$ cat config.mk
export PLATFORM = sky130hd
export DESIGN_NAME = serial_frame_tx
export DESIGN_NICKNAME = d
export VERILOG_FILES = /design/src/rtl/sftx_pkg.sv /design/src/rtl/sftx_ctrl.sv /design/src/rtl/sftx_dp.sv /design/src/rtl/serial_frame_tx.sv
export SDC_FILE = /design/constraint.sdc
export NUM_CORES = 1
export LEC_CHECK = 0
export BUFFER_PORTS_ARGS = -buffer_cell sky130_fd_sc_hd__buf_2
export CAP_MARGIN = 20
export CORE_MARGIN = 2
export CORE_UTILIZATION = 35
export DETAILED_ROUTE_END_ITERATION = 8
export SLEW_MARGIN = 20
export SYNTH_ARGS = -nofsm -noshare
export SYNTH_HDL_FRONTEND = slang
export SYNTH_SLANG_ARGS = --single-unit
$ cat constraint.sdc
create_clock -name clk -period 8.3 [get_ports clk]
set_input_delay 1.66 -clock clk [delete_from_list [all_inputs] [get_ports clk]]
set_output_delay 1.66 -clock clk [all_outputs]
set_load 0.05 [all_outputs]
$ cat src/rtl/sftx_pkg.sv
package sftx_pkg;

  typedef struct packed {
    logic load;   // fetch a new word and present its first bit
    logic shift;  // present the next bit of the current word
  } txStrobe_t;

  // G.711 mu-law from a 14-bit signed sample (linear >> 2)
  function automatic logic [7:0] muEncode(input logic [13:0] p);
    logic        neg;
    logic [13:0] mag;
    logic [13:0] sh;
    logic [3:0]  seg;
    logic [7:0]  raw;
    neg = p[13];
    mag = neg ? (~p + 14'd1) : p;
    if (mag > 14'd8159) mag = 14'd8159;
    mag = mag + 14'd33;
    seg = 4'd0;
    for (int i = 6; i < 14; i++) begin
      if (mag[i]) seg = 4'(i - 5);
    end
    sh  = mag >> (seg + 4'd1);
    raw = (seg >= 4'd8) ? 8'h7F : {1'b0, seg[2:0], sh[3:0]};
    return raw ^ (neg ? 8'h7F : 8'hFF);
  endfunction

  // G.711 A-law from a 13-bit signed sample (linear >> 3)
  function automatic logic [7:0] aEncode(input logic [12:0] m13);
    logic        neg;
    logic [11:0] m;
    logic [11:0] sh;
    logic [3:0]  seg;
    neg = m13[12];
    m   = neg ? ~m13[11:0] : m13[11:0];
    seg = 4'd0;
    for (int i = 5; i < 12; i++) begin
      if (m[i]) seg = 4'(i - 4);
    end
    sh = (seg < 4'd2) ? (m >> 1) : (m >> seg);
    return {1'b0, seg[2:0], sh[3:0]} ^ (neg ? 8'h55 : 8'hD5);
  endfunction

endpackage

$ cat src/rtl/sftx_ctrl.sv
module sftx_ctrl
  import sftx_pkg::*;
#(
  parameter int DIV_W = 16,
  parameter int IDX_W = 5
) (
  input  logic             clk,
  input  logic             rstN,
  input  logic [DIV_W-1:0] clkDiv,
  input  logic [IDX_W-1:0] wordLenM1,
  input  logic             compOn,
  input  logic             fsEnable,
  input  logic             fsLate,
  input  logic             fsActiveLow,
  output logic             sclk,
  output logic             fsync,
  output txStrobe_t        strb,
  output logic [IDX_W-1:0] bitIdx,
  output logic [IDX_W-1:0] lenM1
);

  localparam logic [IDX_W-1:0] MinLenM1  = IDX_W'(2);
  localparam logic [IDX_W-1:0] CompLenM1 = IDX_W'(7);

  logic [DIV_W-1:0] divCnt;
  logic             sclkQ;
  logic             started;
  logic             fsOnQ;
  logic [IDX_W-1:0] bitIdxQ;
  logic [IDX_W-1:0] nextIdx;
  logic [IDX_W-1:0] lenM1Eff;
  logic             halfTick;
  logic             rise;
  logic             doLoad;

  always_comb begin
    if (compOn)                     lenM1Eff = CompLenM1;
    else if (wordLenM1 < MinLenM1)  lenM1Eff = MinLenM1;
    else                            lenM1Eff = wordLenM1;
    halfTick = (divCnt == clkDiv);
    rise     = halfTick && !sclkQ;
    doLoad   = rise && (!started || (bitIdxQ == lenM1Eff));
    nextIdx  = doLoad ? '0 : bitIdxQ + 1'b1;
  end

  always_ff @(posedge clk or negedge rstN) begin
    if (!rstN) begin
      divCnt  <= '0;
      sclkQ   <= 1'b0;
      started <= 1'b0;
      bitIdxQ <= '0;
      fsOnQ   <= 1'b0;
    end else begin
      divCnt <= halfTick ? '0 : divCnt + 1'b1;
      if (halfTick) sclkQ <= ~sclkQ;
      if (rise) begin
        bitIdxQ <= nextIdx;
        started <= 1'b1;
        fsOnQ   <= fsEnable && (fsLate ? doLoad : (nextIdx == lenM1Eff));
      end
    end
  end

  assign strb.load  = doLoad;
  assign strb.shift = rise && !doLoad;
  assign bitIdx     = nextIdx;
  assign lenM1      = lenM1Eff;
  assign sclk       = sclkQ;
  assign fsync      = fsOnQ ^ fsActiveLow;

endmodule

$ cat src/rtl/sftx_dp.sv
module sftx_dp
  import sftx_pkg::*;
#(
  parameter int DATA_W = 32,
  parameter int DEPTH  = 8,
  parameter int IDX_W  = 5
) (
  input  logic              clk,
  input  logic              rstN,
  input  logic              wrEn,
  input  logic [DATA_W-1:0] wrData,
  input  logic              compOn,
  input  logic              useAlaw,
  input  logic              lsbFirst,
  input  txStrobe_t         strb,
  input  logic [IDX_W-1:0]  bitIdx,
  input  logic [IDX_W-1:0]  lenM1,
  output logic              full,
  output logic              sdata,
  output logic              underflow
);

  localparam int PTR_W = (DEPTH > 1) ? $clog2(DEPTH) : 1;
  localparam int CNT_W = $clog2(DEPTH + 1);
  localparam logic [PTR_W-1:0] LastPtr  = PTR_W'(DEPTH - 1);
  localparam logic [CNT_W-1:0] FullCnt  = CNT_W'(DEPTH);

  logic [DATA_W-1:0] mem [DEPTH];
  logic [PTR_W-1:0]  wrPtr, rdPtr;
  logic [CNT_W-1:0]  count;
  logic              empty, push, pop;
  logic [DATA_W-1:0] head, packedWord, loadWord, curWord;
  logic [7:0]        code;
  logic [IDX_W-1:0]  sel;
  logic              sdataQ, underflowQ;

  always_comb begin
    full       = (count == FullCnt);
    empty      = (count == '0);
    push       = wrEn && !full;
    pop        = strb.load && !empty;
    head       = mem[rdPtr];
    code       = useAlaw ? aEncode(head[15:3]) : muEncode(head[15:2]);
    packedWord = compOn ? DATA_W'(code) : head;
    loadWord   = empty ? curWord : packedWord;
    sel        = lsbFirst ? bitIdx : (lenM1 - bitIdx);
  end

  always_ff @(posedge clk) begin
    if (push) mem[wrPtr] <= wrData;
  end

  always_ff @(posedge clk or negedge rstN) begin
    if (!rstN) begin
      wrPtr      <= '0;
      rdPtr      <= '0;
      count      <= '0;
      curWord    <= '0;
      sdataQ     <= 1'b0;
      underflowQ <= 1'b0;
    end else begin
      if (push) wrPtr <= (wrPtr == LastPtr) ? '0 : wrPtr + 1'b1;
      if (pop)  rdPtr <= (rdPtr == LastPtr) ? '0 : rdPtr + 1'b1;
      if (push && !pop)      count <= count + 1'b1;
      else if (pop && !push) count <= count - 1'b1;
      if (strb.load) begin
        curWord    <= loadWord;
        sdataQ     <= loadWord[sel];
        underflowQ <= empty;
      end else if (strb.shift) begin
        sdataQ <= curWord[sel];
      end
    end
  end

  assign sdata     = sdataQ;
  assign underflow = underflowQ;

endmodule

$ cat src/rtl/serial_frame_tx.sv
module serial_frame_tx
  import sftx_pkg::*;
#(
  parameter  int DATA_W = 32,
  parameter  int DEPTH  = 8,
  parameter  int DIV_W  = 16,
  localparam int IDX_W  = $clog2(DATA_W)
) (
  input  logic              clk,
  input  logic              rstN,
  input  logic              wrEn,
  input  logic [DATA_W-1:0] wrData,
  input  logic [DIV_W-1:0]  clkDiv,
  input  logic [IDX_W-1:0]  wordLenM1,
  input  logic              lsbFirst,
  input  logic              fsEnable,
  input  logic              fsLate,
  input  logic              fsActiveLow,
  input  logic [1:0]        compMode,
  output logic              full,
  output logic              sclk,
  output logic              sdata,
  output logic              fsync,
  output logic              underflow
);

  txStrobe_t        strb;
  logic [IDX_W-1:0] bitIdx;
  logic [IDX_W-1:0] lenM1;
  logic             compOn;
  logic             useAlaw;

  assign compOn  = (compMode == 2'd1) || (compMode == 2'd2);
  assign useAlaw = (compMode == 2'd2);

  sftx_ctrl #(.DIV_W(DIV_W), .IDX_W(IDX_W)) uCtrl (
    .clk(clk), .rstN(rstN), .clkDiv(clkDiv), .wordLenM1(wordLenM1),
    .compOn(compOn), .fsEnable(fsEnable), .fsLate(fsLate),
    .fsActiveLow(fsActiveLow), .sclk(sclk), .fsync(fsync),
    .strb(strb), .bitIdx(bitIdx), .lenM1(lenM1)
  );

  sftx_dp #(.DATA_W(DATA_W), .DEPTH(DEPTH), .IDX_W(IDX_W)) uDp (
    .clk(clk), .rstN(rstN), .wrEn(wrEn), .wrData(wrData),
    .compOn(compOn), .useAlaw(useAlaw), .lsbFirst(lsbFirst),
    .strb(strb), .bitIdx(bitIdx), .lenM1(lenM1),
    .full(full), .sdata(sdata), .underflow(underflow)
  );

endmodule

== Word-level counts from Yosys, hierarchy flattened ==
Memory sizes are Yosys's and may differ from the RTL's.
Index checks and enable logic that the tools add are counted.

* Equality and inequality tests: 8
* Magnitude comparators: 5
* $add $sub $neg: 10
* Bitwise gates (word level): 6
* Shift-type cells: 2
* Reductions and logical operators: 20
* Muxes and demuxes: 43

{| class="wikitable"
|+ Operator list
! operator !! count
|-
| 32-bit two-way mux || 2
|-
| 4-bit two-way mux || 9
|-
| 14-bit two-way mux || 2
|-
| 8-bit two-way mux || 3
|-
| 5-bit two-way mux || 4
|-
| 3-bit two-way mux || 6
|-
| 16-bit by 1-bit adder with 16-bit output, second input constant || 1
|-
| 16-bit == test || 1
|-
| 16-bit two-way mux || 1
|-
| 14-bit by 1-bit adder with 14-bit output, second input constant || 1
|-
| 14-bit by 6-bit adder with 14-bit output, second input constant || 1
|-
| 14-bit by 13-bit > comparator with 1-bit output, second input constant || 1
|-
| 14-bit NOT || 1
|-
| 14-bit by 4-bit >> shifter with 4-bit output || 1
|-
| 12-bit two-way mux || 1
|-
| 12-bit NOT || 1
|-
| 12-bit by 4-bit >> shifter with 4-bit output || 1
|-
| 1-bit binary-select mux with 5-bit select || 2
|-
| 5-bit == test || 2
|-
| 1-bit two-way mux || 9
|-
| 4-bit by 1-bit adder with 4-bit output, second input constant || 2
|-
| 1-bit logical AND || 8
|-
| 7-bit by 8-bit bitwise XOR with 8-bit output || 1
|-
| 8-bit bitwise XOR || 1
|-
| 20 further kinds || 32
|}

* RAM bits: 256
* Memories: 1
* Word-level logic and storage cells: 106
* Bits in registers: 68
* Input port bits: 62

{| class="wikitable"
|+ Memories
! name !! depth !! bits a word !! rd ports !! clocked after memory_dff !! write ports !! line !! text
|-
| uDp.mem || 8 || 32 || 1 || 0 || 1 || sftx_dp.sv:28 || <nowiki>logic [DATA_W-1:0] mem [DEPTH];</nowiki>
|}

== Logic depth before layout (Yosys ltp) ==
An unclocked memory read counts as a cell.

* Depth after elaboration: 25
* Mapped depth: 30

== Modules after synthesis ==
A second synthesis with hierarchy kept.

* Cells, all modules: 1200
* Area total of the unflattened synthesis: 16345.7 µm²

{| class="wikitable"
|+ Modules (own cells, without submodules)
! module !! times used !! area each (µm²) !! seq. area each (µm²) !! cells each
|-
| sftx_dp || 1 || 14695.3 || 8788.4 || 1010
|-
| sftx_ctrl || 1 || 1630.3 || 600.6 || 187
|-
| serial_frame_tx || 1 || 20.0 || 0.0 || 3
|}

== Worst setup path after synthesis ==
Ideal clock, no wire load.

* Path kind: input port to flip-flop
* Start point: in compMode[0]
* End point: reg uDp.sdataQ (netlist: uDp.sdata)
* Setup time: 0.081 ns
* Path slack: 1.645 ns
* Data required time: 8.219 ns
* Path buffers: 2
* Cell stages on the path: 26
* Arrival time: 6.575 ns
* Path through: inv_1 ha_1 inv_1 nor3_1 xnor2_1 o41ai_2 nor2b_1 clkbuf_1 nor2_1 ha_1 inv_1 a21o_1 a21oi_1 xor2_1 nor2_1 a21oi_1 clkbuf_1 mux2i_1 mux2i_1 mux2i_1 o22ai_1 o31ai_1 o21ai_0 a221oi_2 o31ai_1 o211ai_2

* Word-level cells in the longest chain between the ends: 13
* Elaborated cells on any way between the ends: 22
* Those cells by class: 1 x add/sub; 3 x eq/ne; 12 x mux; 6 x reduce/logical

{| class="wikitable"
|+ RTL lines
! item !! line !! text
|-
| from (decl) || serial_frame_tx.sv:19 || <nowiki>input logic [1:0] compMode,</nowiki>
|-
| 2-bit by 1-bit == test with 1-bit output / 2-bit == test (equally long branches) || serial_frame_tx.sv:33 || <nowiki>assign compOn = (compMode == 2'd1) || (compMode == 2'd2);</nowiki>
|-
| 1-bit logical OR * || serial_frame_tx.sv:33 ||
|-
| 5-bit two-way mux * || sftx_ctrl.sv:37 || <nowiki>if (compOn) lenM1Eff = CompLenM1;</nowiki>
|-
| 5-bit == test * || sftx_ctrl.sv:42 || <nowiki>doLoad = rise && (!started || (bitIdxQ == lenM1Eff));</nowiki>
|-
| 1-bit logical OR * || sftx_ctrl.sv:42 ||
|-
| 1-bit logical AND * || sftx_ctrl.sv:42 ||
|-
| 5-bit two-way mux * || sftx_ctrl.sv:43 || <nowiki>nextIdx = doLoad ? '0 : bitIdxQ + 1'b1;</nowiki>
|-
| via bitIdx[0] || serial_frame_tx.sv:28 || <nowiki>logic [IDX_W-1:0] bitIdx;</nowiki>
|-
| 5-bit subtractor || sftx_dp.sv:46 || <nowiki>sel = lsbFirst ? bitIdx : (lenM1 - bitIdx);</nowiki>
|-
| 5-bit two-way mux * || sftx_dp.sv:46 ||
|-
| 1-bit binary-select mux with 5-bit select || sftx_dp.sv:71 || <nowiki>sdataQ <= curWord[sel];</nowiki>
|-
| 1-bit two-way mux (not written as such) || sftx_dp.sv:71 ||
|-
| 1-bit two-way mux || sftx_dp.sv:70 || <nowiki>end else if (strb.shift) begin</nowiki>
|-
| 1-bit two-way mux * || sftx_dp.sv:66 || <nowiki>if (strb.load) begin</nowiki>
|-
| to (signal assigned) || sftx_dp.sv:68 || <nowiki>sdataQ <= loadWord[sel];</nowiki>
|-
| to (signal assigned) || sftx_dp.sv:71 ||
|-
| to (decl) || sftx_dp.sv:35 || <nowiki>logic sdataQ, underflowQ;</nowiki>
|}

Mark *: on every way through the listed nets, which the timed path passes. The rest lies on a longest branch. The select of a mux whose other input is x is not followed.
A chain may end at the register's enable or synchronous reset.

== Worst setup path after layout ==
* Start point: reg uDp.rdPtr[0]
* End point: reg uDp.sdataQ (netlist: uDp.sdata)

* Word-level cells in the longest chain between the ends: 25
* Elaborated cells on any way between the ends: 41
* Those cells by class: 3 x add/sub; 3 x order compare; 2 x shift; 28 x mux; 4 x bitwise; 1 x memory

{| class="wikitable"
|+ RTL lines
! item !! line !! text
|-
| from (decl) || sftx_dp.sv:29 || <nowiki>logic [PTR_W-1:0] wrPtr, rdPtr;</nowiki>
|-
| from (signal assigned) || sftx_dp.sv:63 || <nowiki>if (pop) rdPtr <= (rdPtr == LastPtr) ? '0 : rdPtr + 1'b1;</nowiki>
|-
| memory 8 x 32 bit * || n/a ||
|-
| 14-bit NOT || sftx_pkg.sv:16 || <nowiki>mag = neg ? (~p + 14'd1) : p;</nowiki>
|-
| 14-bit by 1-bit adder with 14-bit output || sftx_pkg.sv:16 ||
|-
| 14-bit two-way mux || sftx_pkg.sv:16 ||
|-
| 14-bit by 13-bit > comparator with 1-bit output || sftx_pkg.sv:17 || <nowiki>if (mag > 14'd8159) mag = 14'd8159;</nowiki>
|-
| 14-bit two-way mux || sftx_pkg.sv:17 ||
|-
| 14-bit by 6-bit adder with 14-bit output || sftx_pkg.sv:18 || <nowiki>mag = mag + 14'd33;</nowiki>
|-
| 1-bit two-way mux || sftx_pkg.sv:21 || <nowiki>if (mag[i]) seg = 4'(i - 5);</nowiki>
|-
| [9 not listed] || n/a ||
|-
| 7-bit two-way mux || sftx_pkg.sv:24 || <nowiki>raw = (seg >= 4'd8) ? 8'h7F : {1'b0, seg[2:0], sh[3:0]};</nowiki>
|-
| 8-bit bitwise XOR || sftx_pkg.sv:25 || <nowiki>return raw ^ (neg ? 8'h7F : 8'hFF);</nowiki>
|-
| 8-bit two-way mux || sftx_dp.sv:43 || <nowiki>code = useAlaw ? aEncode(head[15:3]) : muEncode(head[15:2]);</nowiki>
|-
| 32-bit two-way mux * || sftx_dp.sv:44 || <nowiki>packedWord = compOn ? DATA_W'(code) : head;</nowiki>
|-
| 32-bit two-way mux * || sftx_dp.sv:45 || <nowiki>loadWord = empty ? curWord : packedWord;</nowiki>
|-
| 1-bit binary-select mux with 5-bit select * || sftx_dp.sv:68 ||
|-
| 1-bit two-way mux (not written as such) * || sftx_dp.sv:68 ||
|-
| 1-bit two-way mux * || sftx_dp.sv:66 ||
|}

Every way passes the cells marked *; elsewhere a longest branch is shown, timed or not. The select of a mux whose other input is x is not followed.

==> results.json <==
{
  "drt-total-wl_mm": 37.16,
  "synthesis.area_sq_mm": 0.01641,
  "cp.required_ns": 8.74,
  "grt_pass1_wl_mm": 59.26,
  "die_y_um": 220.5,
  "final_hold_viol_count": 0,
  "ir_drop_v": 0.0001289,
  "numCtsBuffers": 37,
  "htree_levels": 2,
  "route.met2.wl_mm": 17.95,
  "insertion_delay_ns": 0.53,
  "drtPass1Iterations": 5,
  "slew_headroom": 0.3270,
  "dpl.hpwl_mm": 24.12,
  "slew_viol_final": 0,
  "final_cell_mix": "edfxtp_1 (256), nand2_1 (157), nor2_1 (77)",
  "tightest_slew_ns": 1.009,
  "place.gp.congestion": 0.8401,
  "max_freq_mhz": 131.9,
  "cp_num_buf_inv": 2,
  "power.density_mw_per_mm2": 259.9,
  "crit_type": "flop to flop",
  "wl_met1_mm": 16.38,
  "cp.arrival_ns": 8.03,
  "synth_edf_count": 256,
  "cts_tree": "done",
  "tns_ns": 0,
  "switching_power_w": 0.001516,
  "grt_max_degree": 69,
  "rows": 79,
  "critPathMaxFanout": 28,
  "syn_nets": 1303,
  "ys_seq_area_frac": 0.5723,
  "ys_warn_count": 0,
  "critPathMaxStageDelay_ns": 0.75,
  "min_period_ns": 7.582,
  "cts-root-buf": "clkbuf_16",
  "p_sw_frac": 0.3132,
  "layout-drive-gt1-share": 0.2024,
  "min_path_type": "flop to flop",
  "final_common_cell": "edfxtp_1",
  "track_usage": 0.1569,
  "clkPwrFrac": 0.310,
  "drt_iter0_drc": 814,
  "synthFlopType": "edfxtp_1",
  "startpoint_type": "flop",
  "grt_pass1_vias": 10480,
  "overflow": 0,
  "post_drt_via_cell_ratio": 5.367,
  "coreArea_sq_mm": 0.04646,
  "wl_per_cell_um": 19.22,
  "end_kind": "flop",
  "rsz0062_at_grt": "false",
  "vias": 10370,
  "dieArea_sq_mm": 0.04862,
  "clockBufferDepth": 3,
  "r2r_start": "uDp.rdPtr[0]$_DFFE_PN0P_",
  "clk_pin_slew_ns": 0.05,
  "nets": 1381,
  "synthesis.area_per_instance_sq_um": 13.45,
  "antenna_found_initial": 6,
  "syn2layout_area_growth_pct": 13.53,
  "min_from": "uDp.curWord[9]$_DFFE_PN0P_",
  "ctsHoldBuffers": 0,
  "p_int_w": 0.003325,
  "dr_wl_met3_mm": 2.136,
  "final_antenna_net_count": 0,
  "slowest_stage": "dfrtp_4",
  "combPwrFrac": 0.268,
  "postCtsSetupBuffers": 0,
  "die_width_um": 220.5,
  "whs_ns": 0.4781,
  "start_util": 0.3532,
  "p_seq_frac": 0.422,
  "skew_ns": 0.01091,
  "post_cts_resized": 0,
  "finalCritPeriodShare": 0.9135,
  "setup-violations-final": 0,
  "cp_top_family": "compound AO/OA/AOI/OAI gates",
  "p_leak_nw": 6.605,
  "io_buffers": 66,
  "status": "completed",
  "cts.sinks": 324,
  "crit_path_start": "uDp.rdPtr[0]$_DFFE_PN0P_",
  "async_reset_ff_frac": 0.2099,
  "synth-seq-cells": 324,
  "synth_cell_types": 86,
  "drc_errors": 0,
  "maxCapViolCount": 0,
  "syn_inst": 1220,
  "highest_layer": "met5",
  "ioPinCount": 67
}
## path summary, 6_finish.rpt
kind | to | slack [ns] | cells past startpoint
min in group asynchronous | uDp.wrPtr[0]$_DFFE_PN0P_ | 1.34 | 2
hold / removal | uDp.curWord[9]$_DFFE_PN0P_ | 0.48 | 2
setup reg to reg | uDp.sdata$_DFFE_PN0P_ | 0.72 | 25
hold reg to reg | uDp.curWord[9]$_DFFE_PN0P_ | 0.48 | 2
max in group asynchronous | uDp.rdPtr[0]$_DFFE_PN0P_ | 6.26 | 2
setup / recovery | uDp.sdata$_DFFE_PN0P_ | 0.72 | 25
## state kept, by name (all words and copies together) (netlist names)
register	count
uDp.mem	256
uDp.curWord	32
uCtrl.divCnt	16
uCtrl.bitIdxQ	5
uDp.count	4
uDp.rdPtr	3
uDp.wrPtr	3
uCtrl.fsOnQ	1
uCtrl.sclk	1
uCtrl.started	1
uDp.sdata	1
uDp.underflow	1
## synth_stat cells (all sizes together) (7+ instances only)
library cell,count,area share
o21ai,49,0.016
nand2,157,0.036
nand3,16,0.0052
o22ai,9,0.0034
nor4,7,0.0040
nand2b,13,0.0050
nand4,13,0.0059
a21oi,43,0.014
a31oi,15,0.0057
o211ai,10,0.0052
dfrtp,68,0.10
edfxtp,256,0.47
inv,19,0.0043
buf,28,0.010
ha,19,0.014
xnor2,56,0.030
nor3,20,0.0061
a21o,9,0.0041
mux4,64,0.088
o31ai,16,0.0073
nor2,80,0.018
a211oi,19,0.010
clkbuf,27,0.0062
mux2,15,0.011
mux2i,84,0.057
xor2,27,0.015
## worst min-delay path, cell delays in order (launching register included)
cell	delay, ns
dfrtp_1	0.34
nand2_1	0.05
o31ai_1	0.06
## kinds of logic after synthesis
family          synth area share
buf+inv                  0.02135
xor+xnor                 0.04522
flops                     0.5723
simple gates             0.09403
compound gates           0.09441
fa+ha+maj                0.01693
mux                       0.1558
## routing by layer
metal  up-vias  GRT usage
li1       4837          -
met1      5207     0.2104
met2       270     0.2581
met3        52    0.03533
met4         8    0.04067
met5         -          0
## power groups by stage
stage,Clock (W),Sequential [W],Combinational [W]
floorplan,0,0.00206,0.000936
global placement,0,0.00207,0.00130
detailed placement,0,0.00208,0.00129
CTS,0.00155,0.00205,0.00130
global route,0.00162,0.00206,0.00142
finish,0.00150,0.00204,0.00130
## metrics by stage
stage	total power, W	area [sq um]	setup WS, ns	std cells	util
6_report	0.004841	18630	0.7180	1933	0.4009
3_5_place_dp	0.003372	17520	0.7622	1866	0.3771
3_3_place_gp	0.003365	17520	0.9241	1866	0.3771
2_1_floorplan	0.002996	16410	1.645	1220	-
5_1_grt	0.005103	18620	0.1363	1932	0.4009
4_1_cts	0.004895	18620	0.7109	1931	0.4008
## final cells by class
class / instances / area [sq um]
timing repair buffer: 94 / 540.5
antenna: 2 / 5.005
sequential: 324 / 9398
clock inverter: 19 / 143.9
multi-input combinational: 820 / 6741
tap: 607 / 759.5
fill: 4331 / 27830
inverter: 21 / 78.83
clock buffer: 46 / 959.7
No activity file was read; power rests on OpenSTA's default activity.
